File: src/rtl/dma_seq_pkg.sv
// Package: shared field selectors for the DMA sequencer register port.
// Assumes: wr_sel is two bits wide and every encoding is used.
package dma_seq_pkg;
    typedef enum logic [1:0] {
        SEL_INDEX  = 2'd0,
        SEL_MODIFY = 2'd1,
        SEL_COUNT  = 2'd2,
        SEL_CTRL   = 2'd3
    } field_sel_e;
endpackage

File: src/rtl/dma_seq_chan.sv
// Module: one channel's parameter state (index, modify, count, enable,
// armed) and its done pulse.
// Assumes: IDX_W >= MOD_W and IDX_W >= CNT_W. The write data is IDX_W bits
// wide. 'take' is high only in a cycle where this channel was granted.
module dma_seq_chan
    import dma_seq_pkg::*;
#(
    parameter int IDX_W = 19,
    parameter int MOD_W = 16,
    parameter int CNT_W = 16
) (
    input  logic             clk,
    input  logic             rst_n,
    input  logic             wr_hit,
    input  logic [1:0]       wr_sel,
    input  logic [IDX_W-1:0] wr_data,
    input  logic             take,
    output logic [IDX_W-1:0] idx_o,
    output logic [MOD_W-1:0] mod_o,
    output logic             en_o,
    output logic             armed_o,
    output logic             done_o
);
    localparam int EXT_W = IDX_W - MOD_W;

    logic [IDX_W-1:0] idx_q;
    logic [MOD_W-1:0] mod_q;
    logic [CNT_W-1:0] cnt_q;
    logic             en_q;
    logic             armed_q;
    logic             done_q;
    logic [IDX_W-1:0] step;
    logic             wr_idx, wr_mod, wr_cnt, wr_ctl;
    logic             last_xfer;

    // Decode which field the current write targets.
    always_comb begin
        wr_idx = wr_hit && (wr_sel == SEL_INDEX);
        wr_mod = wr_hit && (wr_sel == SEL_MODIFY);
        wr_cnt = wr_hit && (wr_sel == SEL_COUNT);
        wr_ctl = wr_hit && (wr_sel == SEL_CTRL);
    end

    // Sign-extend the modify step to index width; the sum wraps mod 2^IDX_W.
    always_comb step = {{EXT_W{mod_q[MOD_W-1]}}, mod_q};

    // An access whose count is about to go from 1 to 0 ends the block.
    always_comb last_xfer = take && (cnt_q == CNT_W'(1));

    // Index register: a write wins over the post-access advance.
    always_ff @(posedge clk) begin
        if (!rst_n)      idx_q <= '0;
        else if (wr_idx) idx_q <= wr_data;
        else if (take)   idx_q <= idx_q + step;
    end

    // Modify and enable registers, written only by software.
    always_ff @(posedge clk) begin
        if (!rst_n) begin
            mod_q <= '0;
            en_q  <= 1'b0;
        end else begin
            if (wr_mod) mod_q <= wr_data[MOD_W-1:0];
            if (wr_ctl) en_q  <= wr_data[0];
        end
    end

    // Count register: decremented after each access; 0 wraps to all-ones.
    always_ff @(posedge clk) begin
        if (!rst_n)      cnt_q <= '0;
        else if (wr_cnt) cnt_q <= wr_data[CNT_W-1:0];
        else if (take)   cnt_q <= cnt_q - CNT_W'(1);
    end

    // Armed flag: set by a count write, cleared when the block completes.
    always_ff @(posedge clk) begin
        if (!rst_n)         armed_q <= 1'b0;
        else if (wr_cnt)    armed_q <= 1'b1;
        else if (last_xfer) armed_q <= 1'b0;
    end

    // Done pulse: one cycle, suppressed when a count write re-arms the channel.
    always_ff @(posedge clk) begin
        if (!rst_n) done_q <= 1'b0;
        else        done_q <= last_xfer && !wr_cnt;
    end

    assign idx_o   = idx_q;
    assign mod_o   = mod_q;
    assign en_o    = en_q;
    assign armed_o = armed_q;
    assign done_o  = done_q;
endmodule

File: src/rtl/dma_seq_arb.sv
// Module: fixed-priority arbiter over paired channels. Inside a pair the odd
// channel wins; a lower-numbered pair beats a higher one.
// Assumes: NCH is even. The grant is combinational and at most one bit is set.
module dma_seq_arb #(
    parameter int NCH  = 4,
    parameter int CH_W = 2
) (
    input  logic [NCH-1:0]  elig,
    output logic [NCH-1:0]  gnt,
    output logic            gnt_valid,
    output logic [CH_W-1:0] gnt_ch
);
    // Walk from lowest to highest priority; the last eligible hit wins.
    always_comb begin
        gnt = '0;
        for (int k = NCH - 1; k >= 0; k--) begin
            int ch;
            ch = k ^ 1;
            if (elig[ch]) begin
                gnt     = '0;
                gnt[ch] = 1'b1;
            end
        end
    end

    // Encode the one-hot grant into a channel number.
    always_comb begin
        gnt_ch = '0;
        for (int i = 0; i < NCH; i++)
            if (gnt[i]) gnt_ch = gnt_ch | CH_W'(i);
        gnt_valid = |gnt;
    end
endmodule

File: src/rtl/dma_seq_addr.sv
// Module: selects the granted channel's index and adds the fixed base offset.
// Assumes: ADDR_W >= IDX_W. The index is already wrapped to IDX_W bits.
module dma_seq_addr #(
    parameter int              NCH       = 4,
    parameter int              CH_W      = 2,
    parameter int              IDX_W     = 19,
    parameter int              ADDR_W    = 20,
    parameter logic [ADDR_W-1:0] BASE_ADDR = 20'h8_0000
) (
    input  logic [NCH-1:0][IDX_W-1:0] idx_vec,
    input  logic [CH_W-1:0]           sel_ch,
    output logic [ADDR_W-1:0]         addr
);
    // Base plus the zero-extended index of the selected channel.
    always_comb addr = BASE_ADDR + ADDR_W'(idx_vec[sel_ch]);
endmodule

File: src/rtl/dma_seq.sv
// Module: top of the DMA address and count sequencer. It joins the per-channel
// state, the pair-aware arbiter and the address generator.
// Assumes: NUM_PAIRS >= 1, so the channel count is even. Writes and requests
// are synchronous to clk.
module dma_seq
    import dma_seq_pkg::*;
#(
    parameter int                NUM_PAIRS = 2,
    parameter int                IDX_W     = 19,
    parameter int                MOD_W     = 16,
    parameter int                CNT_W     = 16,
    parameter int                ADDR_W    = 20,
    parameter logic [ADDR_W-1:0] BASE_ADDR = 20'h8_0000,
    localparam int               NCH       = 2 * NUM_PAIRS,
    localparam int               CH_W      = (NCH > 1) ? $clog2(NCH) : 1
) (
    input  logic              clk,
    input  logic              rst_n,
    input  logic [NCH-1:0]    req,
    input  logic              wr_en,
    input  logic [CH_W-1:0]   wr_ch,
    input  logic [1:0]        wr_sel,
    input  logic [IDX_W-1:0]  wr_data,
    output logic              acc_valid,
    output logic [CH_W-1:0]   acc_ch,
    output logic [ADDR_W-1:0] acc_addr,
    output logic [NCH-1:0]    done
);
    logic [NCH-1:0][IDX_W-1:0] idx_vec;
    logic [NCH-1:0][MOD_W-1:0] mod_vec;
    logic [NCH-1:0]            en_vec;
    logic [NCH-1:0]            armed_vec;
    logic [NCH-1:0]            elig;
    logic [NCH-1:0]            gnt;

    // A channel competes only when requested, enabled and armed.
    always_comb elig = req & en_vec & armed_vec;

    generate
        for (genvar c = 0; c < NCH; c++) begin : g_chan
            dma_seq_chan #(
                .IDX_W (IDX_W),
                .MOD_W (MOD_W),
                .CNT_W (CNT_W)
            ) u_chan (
                .clk     (clk),
                .rst_n   (rst_n),
                .wr_hit  (wr_en && (wr_ch == CH_W'(c))),
                .wr_sel  (wr_sel),
                .wr_data (wr_data),
                .take    (gnt[c]),
                .idx_o   (idx_vec[c]),
                .mod_o   (mod_vec[c]),
                .en_o    (en_vec[c]),
                .armed_o (armed_vec[c]),
                .done_o  (done[c])
            );
        end
    endgenerate

    dma_seq_arb #(
        .NCH  (NCH),
        .CH_W (CH_W)
    ) u_arb (
        .elig      (elig),
        .gnt       (gnt),
        .gnt_valid (acc_valid),
        .gnt_ch    (acc_ch)
    );

    dma_seq_addr #(
        .NCH       (NCH),
        .CH_W      (CH_W),
        .IDX_W     (IDX_W),
        .ADDR_W    (ADDR_W),
        .BASE_ADDR (BASE_ADDR)
    ) u_addr (
        .idx_vec (idx_vec),
        .sel_ch  (acc_ch),
        .addr    (acc_addr)
    );
endmodule

File: config.mk
export PLATFORM = sky130hd
export DESIGN_NAME = dma_seq
export DESIGN_NICKNAME = d
export VERILOG_FILES = /design/src/rtl/dma_seq_pkg.sv /design/src/rtl/dma_seq_chan.sv /design/src/rtl/dma_seq_arb.sv /design/src/rtl/dma_seq_addr.sv /design/src/rtl/dma_seq.sv
export SDC_FILE = /design/constraint.sdc
export NUM_CORES = 1
export LEC_CHECK = 0
export CORE_MARGIN = 10
export CORE_UTILIZATION = 40
export CTS_CLUSTER_DIAMETER = 120
export DETAILED_ROUTE_END_ITERATION = 8
export DONT_BUFFER_PORTS = 1
export GPL_TIMING_DRIVEN = 0
export PLACE_DENSITY = 0.55
export SLEW_MARGIN = 20
export SYNTH_ARGS = -nofsm -noshare
export SYNTH_HDL_FRONTEND = slang
export SYNTH_SLANG_ARGS = --single-unit
File: constraint.sdc
create_clock -name clk -period 2.4 [get_ports clk]
set_input_delay 0 -clock clk [delete_from_list [all_inputs] [get_ports clk]]
set_output_delay 0 -clock clk [all_outputs]
set_load 0.1 [all_outputs]
Word level (Yosys, flattened, before mapping)
Cells that the tools add are included.
- add/subtract/negate cells: 9
- $mul: 0
- div/mod/pow operators: 0
- $lt $le $gt $ge: 1
- eq/ne operators: 10
- shifts and indexed selects: 0
- multiplexer cells: 33
- bitwise logic cells: 2
- reductions and logical operators: 47
- operators with widths (kind ; count):
    $mux W19 ; 9
    $mux W16 ; 8
    $add A19 B19 Y19 ; 4
    $eq A16 B1 Y1 const B ; 4
    $sub A16 B1 Y16 const B ; 4
    $bmux W19 S2 ; 1
    $logic_and A1 B1 Y1 ; 28
    $reduce_bool A2 Y1 ; 12
    $add A20 B19 Y20 const A ; 1
    $mux W4 ; 3
    $mux W1 ; 9
    $and A4 B4 Y4 ; 2
    $eq A2 B2 Y1 const B ; 4
    $eq A2 B1 Y1 const B ; 2
    $logic_not A1 Y1 ; 4
    $logic_not A2 Y1 ; 2
    $mux W2 ; 2
    $reduce_or A4 Y1 ; 1
    $lt A2 B3 Y1 const B ; 1
    $mux W3 ; 1
- flip-flop bits (word level): 216
- bits in latches: 0
- bits in writable memories: 0
- bits in read-only memories: 0
- input bits: 30
- output and inout port bits: 27
- word-level logic and storage cells: 126
- memories kept: 0

Longest topological paths before layout
Gate-level depths: netlist of the first run.
- depth in word-level cells: 12
- depth in mapped cells: 10
- mapped depth without buffers: 10

By module
A second synthesis of the first run with hierarchy kept.
- cell total of the unflattened synthesis: 1735
- area total of the unflattened synthesis: 14229.9 µm²
- by module, submodules not included (module ; times used ; cells each ; area each (µm²)):
    dma_seq_chan at g_chan[0].u_chan ... ; 2 ; 419 ; 3420.8
    dma_seq_chan at g_chan[2].u_chan ... ; 2 ; 427 ; 3375.7
    dma_seq_addr ; 1 ; 25 ; 514.2
    dma_seq ; 1 ; 8 ; 62.6
    dma_seq_arb ; 1 ; 10 ; 60.1

Least setup slack after synthesis of the first run
Ideal clock, no wire load.
- path kind: reg2out
- start: register g_chan[1].u_chan.armed_q
- end: output acc_addr[0]
- arrival time: 4.057 ns
- data required time: 2.400 ns
- slack: -1.657 ns
- stages on the path, launching flop included: 9
- buffers on the path: 2
- path through: dfxtp_1 > and3_1 > buf_2 > nor4_4 > nor2_1 > inv_1 > clkbuf_1 > nand2_1 > a31oi_1
- RTL lines (item ; RTL line ; text):
    start: declaration ; dma_seq_chan.sv:30 ; logic armed_q;
    start signal: assignment ; dma_seq_chan.sv:77 ; if (!rst_n) armed_q <= 1'b0;
    start signal: assignment ; dma_seq_chan.sv:78 ; else if (wr_cnt) armed_q <= 1'b1;
    start signal: assignment ; dma_seq_chan.sv:79 ; else if (last_xfer) armed_q <= 1'b0;
    $and A4 B4 Y4 (*) ; dma_seq.sv:37 ; always_comb elig = req & en_vec & armed_vec;
    $mux W4 (*) ; dma_seq_arb.sv:19 ; if (elig[ch]) begin
    $mux W2 ; dma_seq_arb.sv:30 ; if (gnt[i]) gnt_ch = gnt_ch | CH_W'(i);
    $mux W2 (*) ; dma_seq_arb.sv:30 ;
    net acc_ch[1] ; dma_seq.sv:25 ; output logic [CH_W-1:0] acc_ch,
    $bmux W19 S2 (*) ; dma_seq_addr.sv:15 ; always_comb addr = BASE_ADDR + ADDR_W'(idx_vec[sel_ch]);
    $mux W19 (not written as such) (*) ; dma_seq_addr.sv:15 ;
    $add A20 B19 Y20 (*) ; dma_seq_addr.sv:15 ;
    end: declaration ; dma_seq.sv:26 ; output logic [ADDR_W-1:0] acc_addr,
Mark *: on every way through the listed nets, which the timed path passes. The rest lies on a longest branch. The select of a mux whose other input is x is not followed.

Worst setup path in the final report of the first run
- start: register g_chan[1].u_chan.armed_q
- end: output acc_addr[4]
The elaborated chain is that of the path after synthesis.

==> out/qor.yml, run 1 <==
grt_pass1_vias: 13161
cts_buffer_depth: 3
placedCellCount: 2259
crit_end: "acc_addr[4]"
syn-mean-instance-area_um2: 7.45
ys_types: 73
grt_max_degree: 15
grt.total_usage: 0.253
endpoint_kind: "output pin"
cts.sinks: 216
drive_above_1_share: 0.151
finalCritPeriodShare: 1.16
drv_cap: 0
cts-buffers-inserted: 27
ioPinCount: 57
die-area_um2: 41400
routabilityCongestion: 0.926
crit_required_ns: 2.40
fin_ws_ns: -0.372
drt_iter0_drc: 1209
ant_nets: 0
violations: "negative setup slack"
grt.busiest_layer: "met2"
startpoint: "g_chan[1].u_chan.armed_o$_SDFFE_PN0P_"
async_reset_ff_frac: 0
clkPwrFrac: 0.478
worstPathArrival_ns: 2.77
share_comb_of_total_power: 0.089
fp.dieH_um: 204
hold_violations: 0
status: "finished, violations left"
drt_wl_total_um: 54600
p_seq_frac: 0.434
p_per_area_nw_per_um2: 512
syn_inst: 1809
critPathLaunchType: "flop"
hpwl_um: 38300
syn_nets: 1923
swShare: 0.268
detail_route.wl_per_cell_um: 23.1
yosysTopAreaCell: "dfxtp_1"
final.min_clock_period_ns: 2.77
use_met3: 0.0503
pre_cts_ws_ns: -0.854
ir_worst_vdd_v: 0.000525
layout.cells.non_filler: 2369
start_util: 0.404
dr.pass1.iters: 5
std_cell_rows: 67
synthTopCellsByArea: "dfxtp_1 (32%), nand2_1 (9.9%), a21oi_1 (7.5%), ha_1 (7.4%), xnor2_1 (4.3%)"
cts_tree: "done"
cts-root-buf: "clkbuf_16"
synth_top_area_frac: 0.321
layout.nets: 2012
skew_ns: 0.0142
drv_slew: 0
core_region_area_um2: 33400
switching_power_mw: 2.30
syn_to_final_growth_pct: 24.2
ff2ff_setup_slack_ns: 0.01
synth-warning-count: 0
cp_max_fo: 7
crit_type: "flop to output pin"
grt_pass1_wl_um: 81000
antenna_found_initial: 4
whs_ns: 0.0430
setup_violations: 19
hp-class: "input port to flop"
htreeDepth: 1
yosys_register_bits: 216
fmax_ghz: 0.361
fillers: 3381
via_per_inst: 5.85
drc: 0
ys_top_cells_by_count: "nand2_1 (356), dfxtp_1 (216), a21oi_1 (201), nor2_1 (130), o21ai_0 (115)"
synth_edf_count: 0
vias: 13869
clkSlewWorstSetupHoldPaths_ns: 0.06
synth_seq_area_share: 0.321
clk_latency_ns: 0.56
timing.rr.start: "g_chan[0].u_chan.mod_o[0]$_SDFFE_PN0P_"
rr_endpoint: "g_chan[0].u_chan.idx_o[14]$_SDFFE_PN0P_"
grt_use_met1: 0.330
grt_overflow_total: 0
tightest_slew_ns: 1.17
total_power_mw: 8.57
synth.most_common_cell: "nand2_1"
synth_area_um2: 13500
rr_worst_depth: 10
rsz0062_at_grt: "yes"
internal_power_mw: 6.27
use_met2: 0.400
port_buffers: 0
p_leak_nw: 5.99
maxSlewHeadroom: 0.222
synth-main-ff-cell: "dfxtp_1"
fp.dieW_um: 204
-- metal layers --
metal | up-vias | part of all wire | routed length (um)
met3 | 113 | 0.079 | 4330
met4 | 0 | 0.042 | 2280
met5 | - | 0 | 0
met2 | 491 | 0.45 | 24400
met1 | 6655 | 0.43 | 23600
li1 | 6610 | - | -
-- repair_timing --
item,4_1_cts,5_1_grt
hold buffers,27,0
cloned,3,0
endpoints found under the setup margin,64,60
hold endpoints to repair,82,0
pin swaps,35,44
setup buffers,18,13
resized for setup,159,98
-- area by class of cell --
class,count,area (um2),share of cell area
multi-input combinational,1429,9570,0.572
sequential,216,4350,0.260
clock buffer,38,757,0.0452
timing repair buffer,63,613,0.0366
buffer,122,612,0.0365
tap,448,561,0.0335
inverter,39,156,0.00934
clock inverter,8,105,0.00628
antenna,6,15.0,0.000897
-- metrics by stage --
| step | TNS, ns | util | cell area, um2 |
|---|---|---|---|
| floorplan | -1.45 | - | 13800 |
| global placement | -16.69 | 0.429 | 14300 |
| detailed placement | -17.08 | 0.431 | 14400 |
| CTS | -5.43 | 0.488 | 16300 |
| global route | -7.01 | 0.502 | 16700 |
| finish | -6.43 | 0.502 | 16700 |
-- sequential cells by signal, summed over array words and instances (netlist names) --
register	flops
g_chan.u_chan.en_o	4
g_chan.u_chan.mod_o	64
g_chan.u_chan.cnt_q	64
g_chan.u_chan.done_o	4
g_chan.u_chan.idx_o	76
g_chan.u_chan.armed_o	4
-- worst max-delay path, cell delays in order (launching register included) --
cell       delay (ns)
dfxtp_2          0.32
and3_4           0.20
nor4_4           0.41
nor2_4           0.09
clkinv_4         0.12
clkbuf_16        0.25
nand2_2          0.10
a31oi_4          0.69
-- kinds of logic after synthesis --
kind of cell	count (synthesis)	share of synthesized area
fa+ha+maj	84	0.0802
buf+inv	164	0.0479
mux	11	0.00835
compound gates	524	0.236
flops	216	0.321
xor+xnor	108	0.0702
other cells	1	0.000278
simple gates	701	0.236
-- how the worst min path moves through the flow --
stage / cells past startpoint / to / slack [ns] / start
6_report: 3 / g_chan[1].u_chan.mod_o[10]$_SDFFE_PN0P_ / 0.04 / wr_data[10]
5_1_grt: 3 / g_chan[1].u_chan.mod_o[10]$_SDFFE_PN0P_ / 0.04 / wr_data[10]
4_1_cts: 5 / g_chan[2].u_chan.en_o$_SDFFE_PN0P_ / 0.04 / wr_ch[1]
3_5_place_dp: 2 / g_chan[2].u_chan.cnt_q[1]$_SDFFE_PN0P_ / 0.16 / wr_data[1]
3_3_place_gp: 2 / g_chan[2].u_chan.cnt_q[1]$_SDFFE_PN0P_ / 0.15 / wr_data[1]
2_1_floorplan: 2 / g_chan[1].u_chan.cnt_q[1]$_SDFFE_PN0P_ / 0.14 / wr_data[1]
-- power groups by stage --
stage          registers (mW)  clock network, mW  logic [mW]
3_3_place_gp             3.79                  0       0.648
4_1_cts                  3.71               4.12       0.733
5_1_grt                  3.72               4.26       0.805
2_1_floorplan            3.77                  0       0.435
3_5_place_dp             3.79                  0       0.658
6_report                 3.71               4.09       0.760
-- cells in the final DEF (no fill, tap or decap), types with 30 or more instances in the layout --
cell / instances
xnor2_1: 66
inv_1: 34
dfxtp_1: 197
nand2_1: 329
xor2_1: 42
nand3_1: 46
a211oi_1: 56
o21ai_0: 101
buf_4: 32
a21oi_1: 187
clkbuf_1: 96
nor2_1: 127
clkbuf_16: 30
ha_1: 66
Power figures use the tool's default switching activity.
==> run 2: changes to the inputs <==
--- a/config.mk
+++ b/config.mk
@@ -5,7 +5,7 @@
 export SDC_FILE = /design/constraint.sdc
 export NUM_CORES = 1
 export LEC_CHECK = 0
-export CORE_MARGIN = 10
+export CORE_MARGIN = 5
 export CORE_UTILIZATION = 40
 export CTS_CLUSTER_DIAMETER = 120
 export DETAILED_ROUTE_END_ITERATION = 8
==> out/qor.yml, run 2 (synthesized netlist as in run 1, its figures left out) <==
drt_iter0_drc: 1250
whs_ns: 0.0539
start_util: 0.404
mostFrequentLayoutCells: "nand2_1 (342), dfxtp_1 (195), a21oi_1 (187)"
skew_ns: 0.00943
p_leak_nw: 6.01
ant_nets: 0
setup_violations: 22
die-area_um2: 37500
crit_buf_inv: 3
routabilityCongestion: 0.948
core_region_area_um2: 33400
drv_slew: 0
status: "finished, violations left"
fin_area_um2: 16800
detail_route.wl_per_cell_um: 22.9
crit_required_ns: 2.40
cp_cell_sequence: "and3_4, nor4_4, nor2_4, clkinv_4, buf_12, buf_8, nand2_1, and3_4, a31oi_4"
hold_start: "wr_ch[1]"
p_per_area_nw_per_um2: 523
ioPinCount: 57
finalCritPeriodShare: 1.14
fp.dieH_um: 194
clkSlewWorstSetupHoldPaths_ns: 0.06
grt_overflow_total: 0
final_common_cell: "nand2_1"
cts_tree: "done"
grt_pass1_wl_um: 80800
largest_reg_flops: 76
maxSlewHeadroom: 0.144
std_cell_rows: 67
crit_family: "simple AND/OR/NAND/NOR gates"
cts-buffers-inserted: 26
timing.rr.start: "g_chan[0].u_chan.idx_o[0]$_SDFFE_PN0P_"
cp_slowest_stage_delay_ns: 0.63
drive_above_1_share: 0.150
violations: "negative setup slack"
fp.dieW_um: 194
ir_worst_vdd_v: 0.000476
fillers: 3336
grt.total_usage: 0.274
rr_worst_depth: 10
cpMostUsedCell: "and3_4"
fmax_ghz: 0.366
cts-root-buf: "clkbuf_16"
cts.sinks: 216
tightest_slew_ns: 1.28
grt_max_degree: 14
antenna_found_initial: 4
layout.nets: 2022
cp_max_fo: 5
crit_type: "flop to output pin"
hold_violations: 0
drt_wl_total_um: 54500
endpoint_kind: "output pin"
fin_ws_ns: -0.331
startpoint: "g_chan[3].u_chan.armed_o$_SDFFE_PN0P_"
grt_pass1_vias: 13135
place_area_um2: 14400
syn_to_final_growth_pct: 24.6
hpwl_um: 37700
critPathSlowestCell: "a31oi_4"
clk_latency_ns: 0.54
rsz0062_at_grt: "yes"
htreeDepth: 1
vias: 13924
cts_buffer_depth: 3
hp-class: "input port to flop"
whs_path_depth: 5
final.min_clock_period_ns: 2.73
critPathLaunchType: "flop"
path_depth: 9
port_buffers: 0
dr.pass1.iters: 5
drv_cap: 0
drc: 0
via_per_inst: 5.85
worstPathArrival_ns: 2.73
## run 2: cell count changes in the layout (fill, tap and decap cells not counted), moves of 4 or more
cell	previous run	this run
buf_4	32	41
clkbuf_2	12	8
nand2_1	329	342
nand2_2	24	14
ha_1	66	71
## run 2: worst register-to-register path: cells and delay by family (launching register included)
kind / cells / cell delay [ns]
AOI/OAI and AO/OA: 5 / 1.03
adders and majority gates: 2 / 0.52
muxes: 1 / 0.33
and+or+nand+nor: 1 / 0.14
DFF: 1 / 0.37
buffers and inverters: 1 / 0.04
## run 2: metrics by stage
stage          setup TNS (ns)  instances   util  total power, mW  setup slack (ns)
6_report                -5.76       2380  0.504             8.79            -0.331
5_1_grt                 -7.52       2378  0.503             9.01            -0.406
4_1_cts                 -5.58       2362  0.489             8.80            -0.327
3_5_place_dp           -16.76       2259  0.431             4.44            -0.844
3_3_place_gp           -15.77       2257  0.429             4.43            -0.770
2_1_floorplan           -1.45       1809      -             4.20            -0.167
## run 2: worst paths after layout
kind,endpoint,slack [ns]
setup / recovery,acc_addr[13],-0.33
hold / removal,g_chan[2].u_chan.en_o$_SDFFE_PN0P_,0.05
setup reg to reg,g_chan[0].u_chan.idx_o[14]$_SDFFE_PN0P_,-0.11
hold reg to reg,g_chan[0].u_chan.mod_o[5]$_SDFFE_PN0P_,0.46
## run 2: area by class of cell
cell class	instances	area, um2	share of cell area
Inverter	39	156	0.00931
Clock inverter	12	180	0.0107
Antenna cell	4	10.0	0.000596
Clock buffer	36	748	0.0445
Multi-Input combinational cell	1429	9480	0.564
Timing Repair Buffer	72	672	0.0400
Sequential cell	216	4360	0.259
Buffer	124	637	0.0379
Tap cell	448	561	0.0334
## run 2: per-layer routing
| layer | GRT usage | vias to the layer above | part of all wire |
|---|---|---|---|
| li1 | - | 6618 | - |
| met1 | 0.369 | 6657 | 0.43 |
| met2 | 0.439 | 523 | 0.45 |
| met3 | 0.0510 | 124 | 0.076 |
| met4 | 0.102 | 2 | 0.043 |
| met5 | 0 | - | 0.00024 |
## run 2: repair_timing
item | in CTS | in global routing
setup endpoints to repair | 64 | 71
endpoints found under the hold margin | 74 | 0
gates resized for setup | 144 | 96
pin swaps | 32 | 52
gates cloned | 3 | 1
buffers inserted | 23 | 15
hold buffers | 29 | 0
## run 2: report_power, final
| group | internal [mW] | switching (mW) | total (mW) |
|---|---|---|---|
| sequential | 3.65 | 0.0650 | 3.71 |
| combinational | 0.218 | 0.538 | 0.756 |
| clock | 2.61 | 1.71 | 4.32 |
| total | 6.48 | 2.31 | 8.79 |
